**src/rtl/bank_map_pkg.sv**
```systemverilog
package bank_map_pkg;

    localparam int MAP_W = 4;

    // map control register, bit 0 in the LSB
    typedef struct packed {
        logic e_wprot;   // bit 3: E window RAM write-protected
        logic io_ram;    // bit 2: RAM replaces I/O
        logic e_ram;     // bit 1: RAM in E window
        logic c_rom;     // bit 0: ROM in C window
    } map_cfg_t;

    // bank-0 windows plus the extended area
    typedef struct packed {
        logic base;
        logic c_win;
        logic io_win;
        logic d8;
        logic reg_win;
        logic e_win;
        logic ext;
    } region_t;

    function automatic region_t classify(input logic bank_zero, input logic [7:0] a);
        region_t r;
        r         = '0;
        r.ext     = !bank_zero;
        r.base    = bank_zero && (a[7:6] != 2'b11);
        r.c_win   = bank_zero && (a[7:4] == 4'hC);
        r.io_win  = bank_zero && (a[7:3] == 5'b11010);
        r.d8      = bank_zero && (a[7:3] == 5'b11011) && (a[2:0] != 3'b111);
        r.reg_win = bank_zero && (a == 8'hDF);
        r.e_win   = bank_zero && (a[7:5] == 3'b111);
        return r;
    endfunction

endpackage

```
**src/rtl/bank_capture.sv**
```systemverilog
module bank_capture #(
    parameter int BANK_W = 4
) (
    input  logic              clk,
    input  logic              rst,
    input  logic              phase_hi,
    input  logic              wait_hold,
    input  logic              addr_ok,
    input  logic [BANK_W-1:0] data_in,
    output logic [BANK_W-1:0] bank
);
    logic take;
    assign take = !phase_hi && addr_ok && !wait_hold;

    always_ff @(posedge clk) begin
        if (rst)       bank <= '0;
        else if (take) bank <= data_in;
    end


    bank_hold_chk: assert property (@(posedge clk) disable iff (rst)
        (phase_hi || wait_hold || !addr_ok) |=> $stable(bank));


    bank_load_chk: assert property (@(posedge clk) disable iff (rst)
        (!phase_hi && addr_ok && !wait_hold) |=> (bank == $past(data_in)));
endmodule

```
**src/rtl/map_config.sv**
```systemverilog
module map_config
    import bank_map_pkg::*;
(
    input  logic             clk,
    input  logic             rst,
    input  logic             load,
    input  logic [MAP_W-1:0] data_in,
    output map_cfg_t         cfg
);
    always_ff @(posedge clk) begin
        if (rst)       cfg <= '0;
        else if (load) cfg <= map_cfg_t'(data_in);
    end


    cfg_reset_chk: assert property (@(posedge clk) rst |=> (cfg == '0));


    cfg_hold_chk: assert property (@(posedge clk) disable iff (rst)
        !load |=> $stable(cfg));
endmodule

```
**src/rtl/addr_decode.sv**
```systemverilog
module addr_decode
    import bank_map_pkg::*;
#(
    parameter int BANK_W  = 4,
    parameter int IO_DEVS = 5
) (
    input  logic [BANK_W-1:0] bank,
    input  logic [7:0]        addr_hi,
    input  logic              rw_n,
    input  logic              addr_ok,
    input  logic              strobe_ok,
    input  map_cfg_t          cfg,
    output logic [1:0]        ram_ce,
    output logic              rom_ce,
    output logic [IO_DEVS-1:0] io_sel,
    output logic              rd_stb,
    output logic              wr_stb,
    output logic              reg_hit,
    output logic              e_hit
);
    region_t rg;
    logic    ram_any, rom_any, io_any, wp_block;

    assign rg = classify(bank == '0, addr_hi);

    // ROM only on reads; writes fall through to RAM
    assign rom_any = rw_n && ((rg.c_win && cfg.c_rom) || (rg.e_win && !cfg.e_ram));
    assign ram_any = rg.base || rg.d8 || rg.ext
                   || (rg.c_win && !rom_any)
                   || (rg.e_win && !rom_any)
                   || (rg.io_win && cfg.io_ram);
    assign io_any  = rg.io_win && !cfg.io_ram;
    assign wp_block = rg.e_win && cfg.e_wprot;

    assign ram_ce[0] = addr_ok && ram_any && !bank[BANK_W-1];
    assign ram_ce[1] = addr_ok && ram_any &&  bank[BANK_W-1];
    assign rom_ce    = addr_ok && rom_any;

    for (genvar k = 0; k < IO_DEVS; k++) begin : g_io
        assign io_sel[k] = addr_ok && io_any && (addr_hi[2:0] == 3'(k));
    end

    assign rd_stb  = addr_ok && strobe_ok && rw_n;
    assign wr_stb  = addr_ok && strobe_ok && !rw_n && !wp_block;
    assign reg_hit = addr_ok && rg.reg_win;
    assign e_hit   = rg.e_win;


    rom_write_chk: assert final (!(rom_ce && !rw_n));

    io_onehot_chk: assert final ($onehot0(io_sel));
endmodule

```
**src/rtl/bank_map_decoder.sv**
```systemverilog
module bank_map_decoder
    import bank_map_pkg::*;
#(
    parameter int BANK_W  = 4,
    parameter int IO_DEVS = 5
) (
    input  logic               clk,
    input  logic               rst,
    input  logic               phase_hi,
    input  logic               wait_hold,
    input  logic               rw_n,
    input  logic               vda,
    input  logic               vpa,
    input  logic [7:0]         addr_hi,
    input  logic [MAP_W-1:0]   data_in,
    output logic [MAP_W-1:0]   data_out,
    output logic               data_oe,
    output logic [BANK_W-2:0]  bank_out,
    output logic [1:0]         ram_ce,
    output logic               rom_ce,
    output logic [IO_DEVS-1:0] io_sel,
    output logic               rd_stb,
    output logic               wr_stb
);
    logic              addr_ok, reg_hit, e_hit, cfg_load;
    logic [BANK_W-1:0] bank;
    map_cfg_t          cfg;

    assign addr_ok = vda || vpa;

    bank_capture #(.BANK_W(BANK_W)) u_bank (
        .clk(clk), .rst(rst), .phase_hi(phase_hi), .wait_hold(wait_hold),
        .addr_ok(addr_ok), .data_in(data_in[BANK_W-1:0]), .bank(bank)
    );

    map_config u_cfg (
        .clk(clk), .rst(rst), .load(cfg_load), .data_in(data_in), .cfg(cfg)
    );

    addr_decode #(.BANK_W(BANK_W), .IO_DEVS(IO_DEVS)) u_dec (
        .bank(bank), .addr_hi(addr_hi), .rw_n(rw_n), .addr_ok(addr_ok),
        .strobe_ok(phase_hi || wait_hold), .cfg(cfg),
        .ram_ce(ram_ce), .rom_ce(rom_ce), .io_sel(io_sel),
        .rd_stb(rd_stb), .wr_stb(wr_stb), .reg_hit(reg_hit), .e_hit(e_hit)
    );

    assign cfg_load = reg_hit && phase_hi && !rw_n;
    assign data_oe  = reg_hit && phase_hi && rw_n;
    assign data_out = data_oe ? MAP_W'(cfg) : '0;
    assign bank_out = addr_ok ? bank[BANK_W-2:0] : '0;


    sel_qual_chk: assert property (@(posedge clk) disable iff (rst)
        !addr_ok |-> (ram_ce == 2'b00 && !rom_ce && io_sel == '0 && !rd_stb && !wr_stb));


    ram_onehot_chk: assert property (@(posedge clk) disable iff (rst)
        $onehot0({ram_ce, rom_ce}));


    e_protect_chk: assert property (@(posedge clk) disable iff (rst)
        (cfg.e_wprot && e_hit && !rw_n) |-> !wr_stb);


    strobe_phase_chk: assert property (@(posedge clk) disable iff (rst)
        (!phase_hi && !wait_hold) |-> (!rd_stb && !wr_stb));
endmodule

```
**config.mk**
```make
export PLATFORM = sky130hd
export DESIGN_NAME = bank_map_decoder
export DESIGN_NICKNAME = d
export VERILOG_FILES = /design/src/rtl/bank_map_pkg.sv /design/src/rtl/bank_capture.sv /design/src/rtl/map_config.sv /design/src/rtl/addr_decode.sv /design/src/rtl/bank_map_decoder.sv
export SDC_FILE = /design/constraint.sdc
export NUM_CORES = 1
export LEC_CHECK = 0
export ABC_AREA = 1
export BUFFER_PORTS_ARGS = -buffer_cell sky130_fd_sc_hd__buf_2
export CAP_MARGIN = 20
export CORE_MARGIN = 2
export CORE_UTILIZATION = 42
export CTS_BUF_LIST = sky130_fd_sc_hd__clkbuf_16
export CTS_CLUSTER_DIAMETER = 150
export DETAILED_ROUTE_END_ITERATION = 8
export PLACE_DENSITY = 0.74
export SLEW_MARGIN = 30
export SYNTH_ARGS = -nofsm -noshare
export SYNTH_HDL_FRONTEND = slang
export SYNTH_SLANG_ARGS = --single-unit
```
**constraint.sdc**
```tcl
create_clock -name clk -period 1.6 [get_ports clk]
set_clock_uncertainty 0.05 [all_clocks]
set_input_delay 0.32 -clock clk [delete_from_list [all_inputs] [get_ports clk]]
set_output_delay 0.32 -clock clk [all_outputs]
set_load 0.005 [all_outputs]
```
==> impl_metrics.py <==
metrics = {
    "outcome": {
        "outcome": "finished with violations",
        "violations": "negative setup slack",
    },
    "timing": {
        "fin_crit_sh_pct": 113,
        "fin_hold_ws_ns": 0.279,
        "slew_headroom_pct": 72.2,
        "worstMarginPinSlew_ns": 0.413,
        "worst_slack_ns": -0.212,
        "setup_viol": 13,
        "slew_violations": 0,
        "fin_crit_ns": 1.81,
        "fmaxAchievable_mhz": 552,
        "hold_viol": 0,
        "fin_setup_tns_ns": -1.47,
        "rsz0062_at_grt": "yes",
    },
    "logic_synthesis": {
        "ys_seq_area_share_pct": 25.0,
        "synthesis.area_um2": 642,
        "netlist_top_cells_area": "dfxtp_1 (25%), nor2_1 (16%), nand2_1 (12%)",
        "synth_top_area_cell": "dfxtp_1",
        "syn_area_per_cell_um2": 5.89,
        "synth_nets": 128,
        "synth.most_common_cell": "nor2_1",
        "ys_warn_count": 0,
        "ys.flop_type": "dfxtp_1",
        "async_flop_share_pct": 0,
        "synth_seq_cells": 8,
        "synth_top_cell_area_share_pct": 25.0,
        "yosysUniqueCellTypes": 19,
        "syn_inst": 109,
        "yosys-top-cells-count": "nor2_1 (27), nand2_1 (21), inv_1 (14)",
        "synth_edf_count": 0,
    },
    "power_and_ir_drop": {
        "leakage_nw": 0.558,
        "p_per_area_mw_per_mm2": 784,
        "vdd_drop_max_mv": 0.774,
    },
    "routing": {
        "vias": 848,
        "ant_nets": 0,
        "drc_errors": 0,
        "dr.pass1.iters": 4,
        "initialDrtViolationCount": 16,
        "vias_per_cell": 4.87,
        "routed_wl_um": 1980,
        "routed_wire_length_per_instance_um": 11.4,
    },
    "clock_tree": {
        "clock_latency_ns": 0.23,
        "hold_buffers": 0,
        "numCtsBuffers": 3,
        "cts_tree": "done",
        "clock_tree.buffer_depth": 2,
        "cts_htree_levels": 1,
        "clkSlewWorstSetupHoldPaths_ns": 0.04,
        "root_buffer": "clkbuf_16",
        "cts.sinks": 8,
    },
    "die": {
        "die_area_mm2": 0.00186,
        "die_y_um": 43.1,
        "rows": 14,
        "pin_count": 37,
        "coreArea_mm2": 0.00147,
        "die_x_um": 43.1,
        "initial_core_util_pct": 43.6,
    },
    "cells_and_area": {
        "multi_input_area_um2": 439,
        "seqCellArea_um2": 165,
        "syn2layout_area_growth_pct": 61.0,
        "final_nets": 179,
        "finalNonFillerCells": 174,
        "layout-drive-gt1-share_pct": 48.7,
        "num_antenna_cells": 0,
        "fill_cells": 134,
        "finish.instance_area_mm2": 0.00103,
    },
    "setup_path": {
        "worstSetupPathType": "flip-flop to output pin",
        "start_kind": "flip-flop",
        "endpoint_kind": "output pin",
        "required_ns": 1.23,
        "cp_max_fo": 5,
        "critPathSlowestCell": "dfxtp_2",
        "slowest_delay_ns": 0.31,
        "path_cells": "inv_2 > nand2_4 > nor2_4 > inv_2 > nor3_2 > nand2_1 > nand2_1 > nand2_2 > nor2_1 > buf_2",
        "arrival_ns": 1.44,
    },
    "placed_design": {
        "place_area_um2": 895,
        "dp_hpwl_um": 1470,
        "dp_cells": 168,
        "place.gp.congestion": 0.805,
        "port_buffers": 36,
    },
    "global_route": {
        "grt-ovfl-total": 0,
        "grtUsageTotal_pct": 22.3,
        "grt_first_pass_wirelength_um": 3060,
        "grt_pass1_vias": 771,
        "antenna_found_initial": 0,
        "grt_max_degree": 9,
    },
    "run": {
        "drv_cap": 0,
    },
    "worst_hold_path": {
        "min_path_type": "input pin to flip-flop",
    },
}
[path summary, 6_finish.rpt]
| path | startpoint | endpoint | slack [ns] | cells after the start |
|---|---|---|---|---|
| max | u_bank.bank[2]$_SDFFE_PP0P_ | ram_ce[0] | -0.21 | 10 |
| min | data_in[1] | u_cfg.cfg[1]$_SDFFE_PP0P_ | 0.28 | 3 |
| max reg2reg | u_bank.bank[2]$_SDFFE_PP0P_ | u_cfg.cfg[2]$_SDFFE_PP0P_ | 0.22 | 9 |
| min reg2reg | u_bank.bank[0]$_SDFFE_PP0P_ | u_bank.bank[0]$_SDFFE_PP0P_ | 0.44 | 2 |
[per-stage QoR]
step | setup WS (ns) | total power [W] | utilization [%]
global route | -0.274 | 0.000843 | 70.2
global placement | 0.0120 | 0.000364 | 60.8
finish | -0.212 | 0.000811 | 70.2
detailed placement | -0.0434 | 0.000368 | 60.8
CTS | -0.209 | 0.000799 | 67.9
floorplan | 0.204 | 0.000295 | -
[critical path, delay by kind of cell, from the launching register on]
family | cells | cell delay, ns
buffers and inverters | 3 | 0.27
DFF | 1 | 0.31
and+or+nand+nor | 7 | 0.62
[power by group]
part	internal, W	switching (W)	leakage, nW
registers	0.000209	0.00000496	0.0666
logic	0.0000766	0.0000996	0.455
clock network	0.000322	0.0000985	0.0370
total	0.000608	0.000203	0.558
[cell type report]
type | count | share of cell area [%]
multi-input cells | 81 | 42.5
well taps | 16 | 1.94
inverters | 20 | 7.63
clock buffers | 3 | 7.26
flip-flops and latches | 8 | 16.0
repair buffers | 46 | 24.7
[kinds of logic (layout without fill, tap and decap cells)]
kind of cell | Yosys count | after routing | synth area share [%]
AND/OR/NAND/NOR | 71 | 71 | 55.0
AO/OA/AOI/OAI | 10 | 10 | 8.38
buffers and inverters | 20 | 69 | 11.7
flip-flops | 8 | 8 | 25.0
[repair_timing]
action | 4_1_cts | 5_1_grt
gates resized for setup | 8 | 6
setup buffers | 1 | 2
pin swaps | 5 | 3
endpoints found under the hold margin | 0 | 0
setup endpoints to repair | 13 | 13
[layer usage]
layer,global-route usage (%),part of all wire [%],vias to the layer above
li1,-,-,443
met1,23.0,40,367
met2,39.4,50,30
met3,5.11,5.5,8
met4,14.5,4.0,0
met5,0,0,-
[registers in the layout (all words and copies together) (netlist names)]
register	cells
u_cfg.cfg	4
u_bank.bank	4
[cells in the final DEF (no fill, tap or decap)]
| cell type | n |
|---|---|
| inv_4 | 1 |
| nor3_1 | 2 |
| nor3_2 | 3 |
| nand2_4 | 1 |
| nand3_1 | 3 |
| inv_1 | 13 |
| dfxtp_2 | 4 |
| dfxtp_1 | 4 |
| nor2_2 | 4 |
| nand2_2 | 2 |
| clkinv_2 | 1 |
| nor4_2 | 1 |
| nand3_2 | 1 |
| buf_2 | 36 |
| inv_2 | 5 |
| buf_4 | 10 |
| nor2_1 | 26 |
| nor2_4 | 3 |
| nand4_1 | 4 |
| a21oi_1 | 4 |
| clkbuf_16 | 3 |
| o21ai_0 | 5 |
| a311oi_2 | 1 |
| nand4_4 | 1 |
| nand2_1 | 20 |
Power figures use the tool's default switching activity.
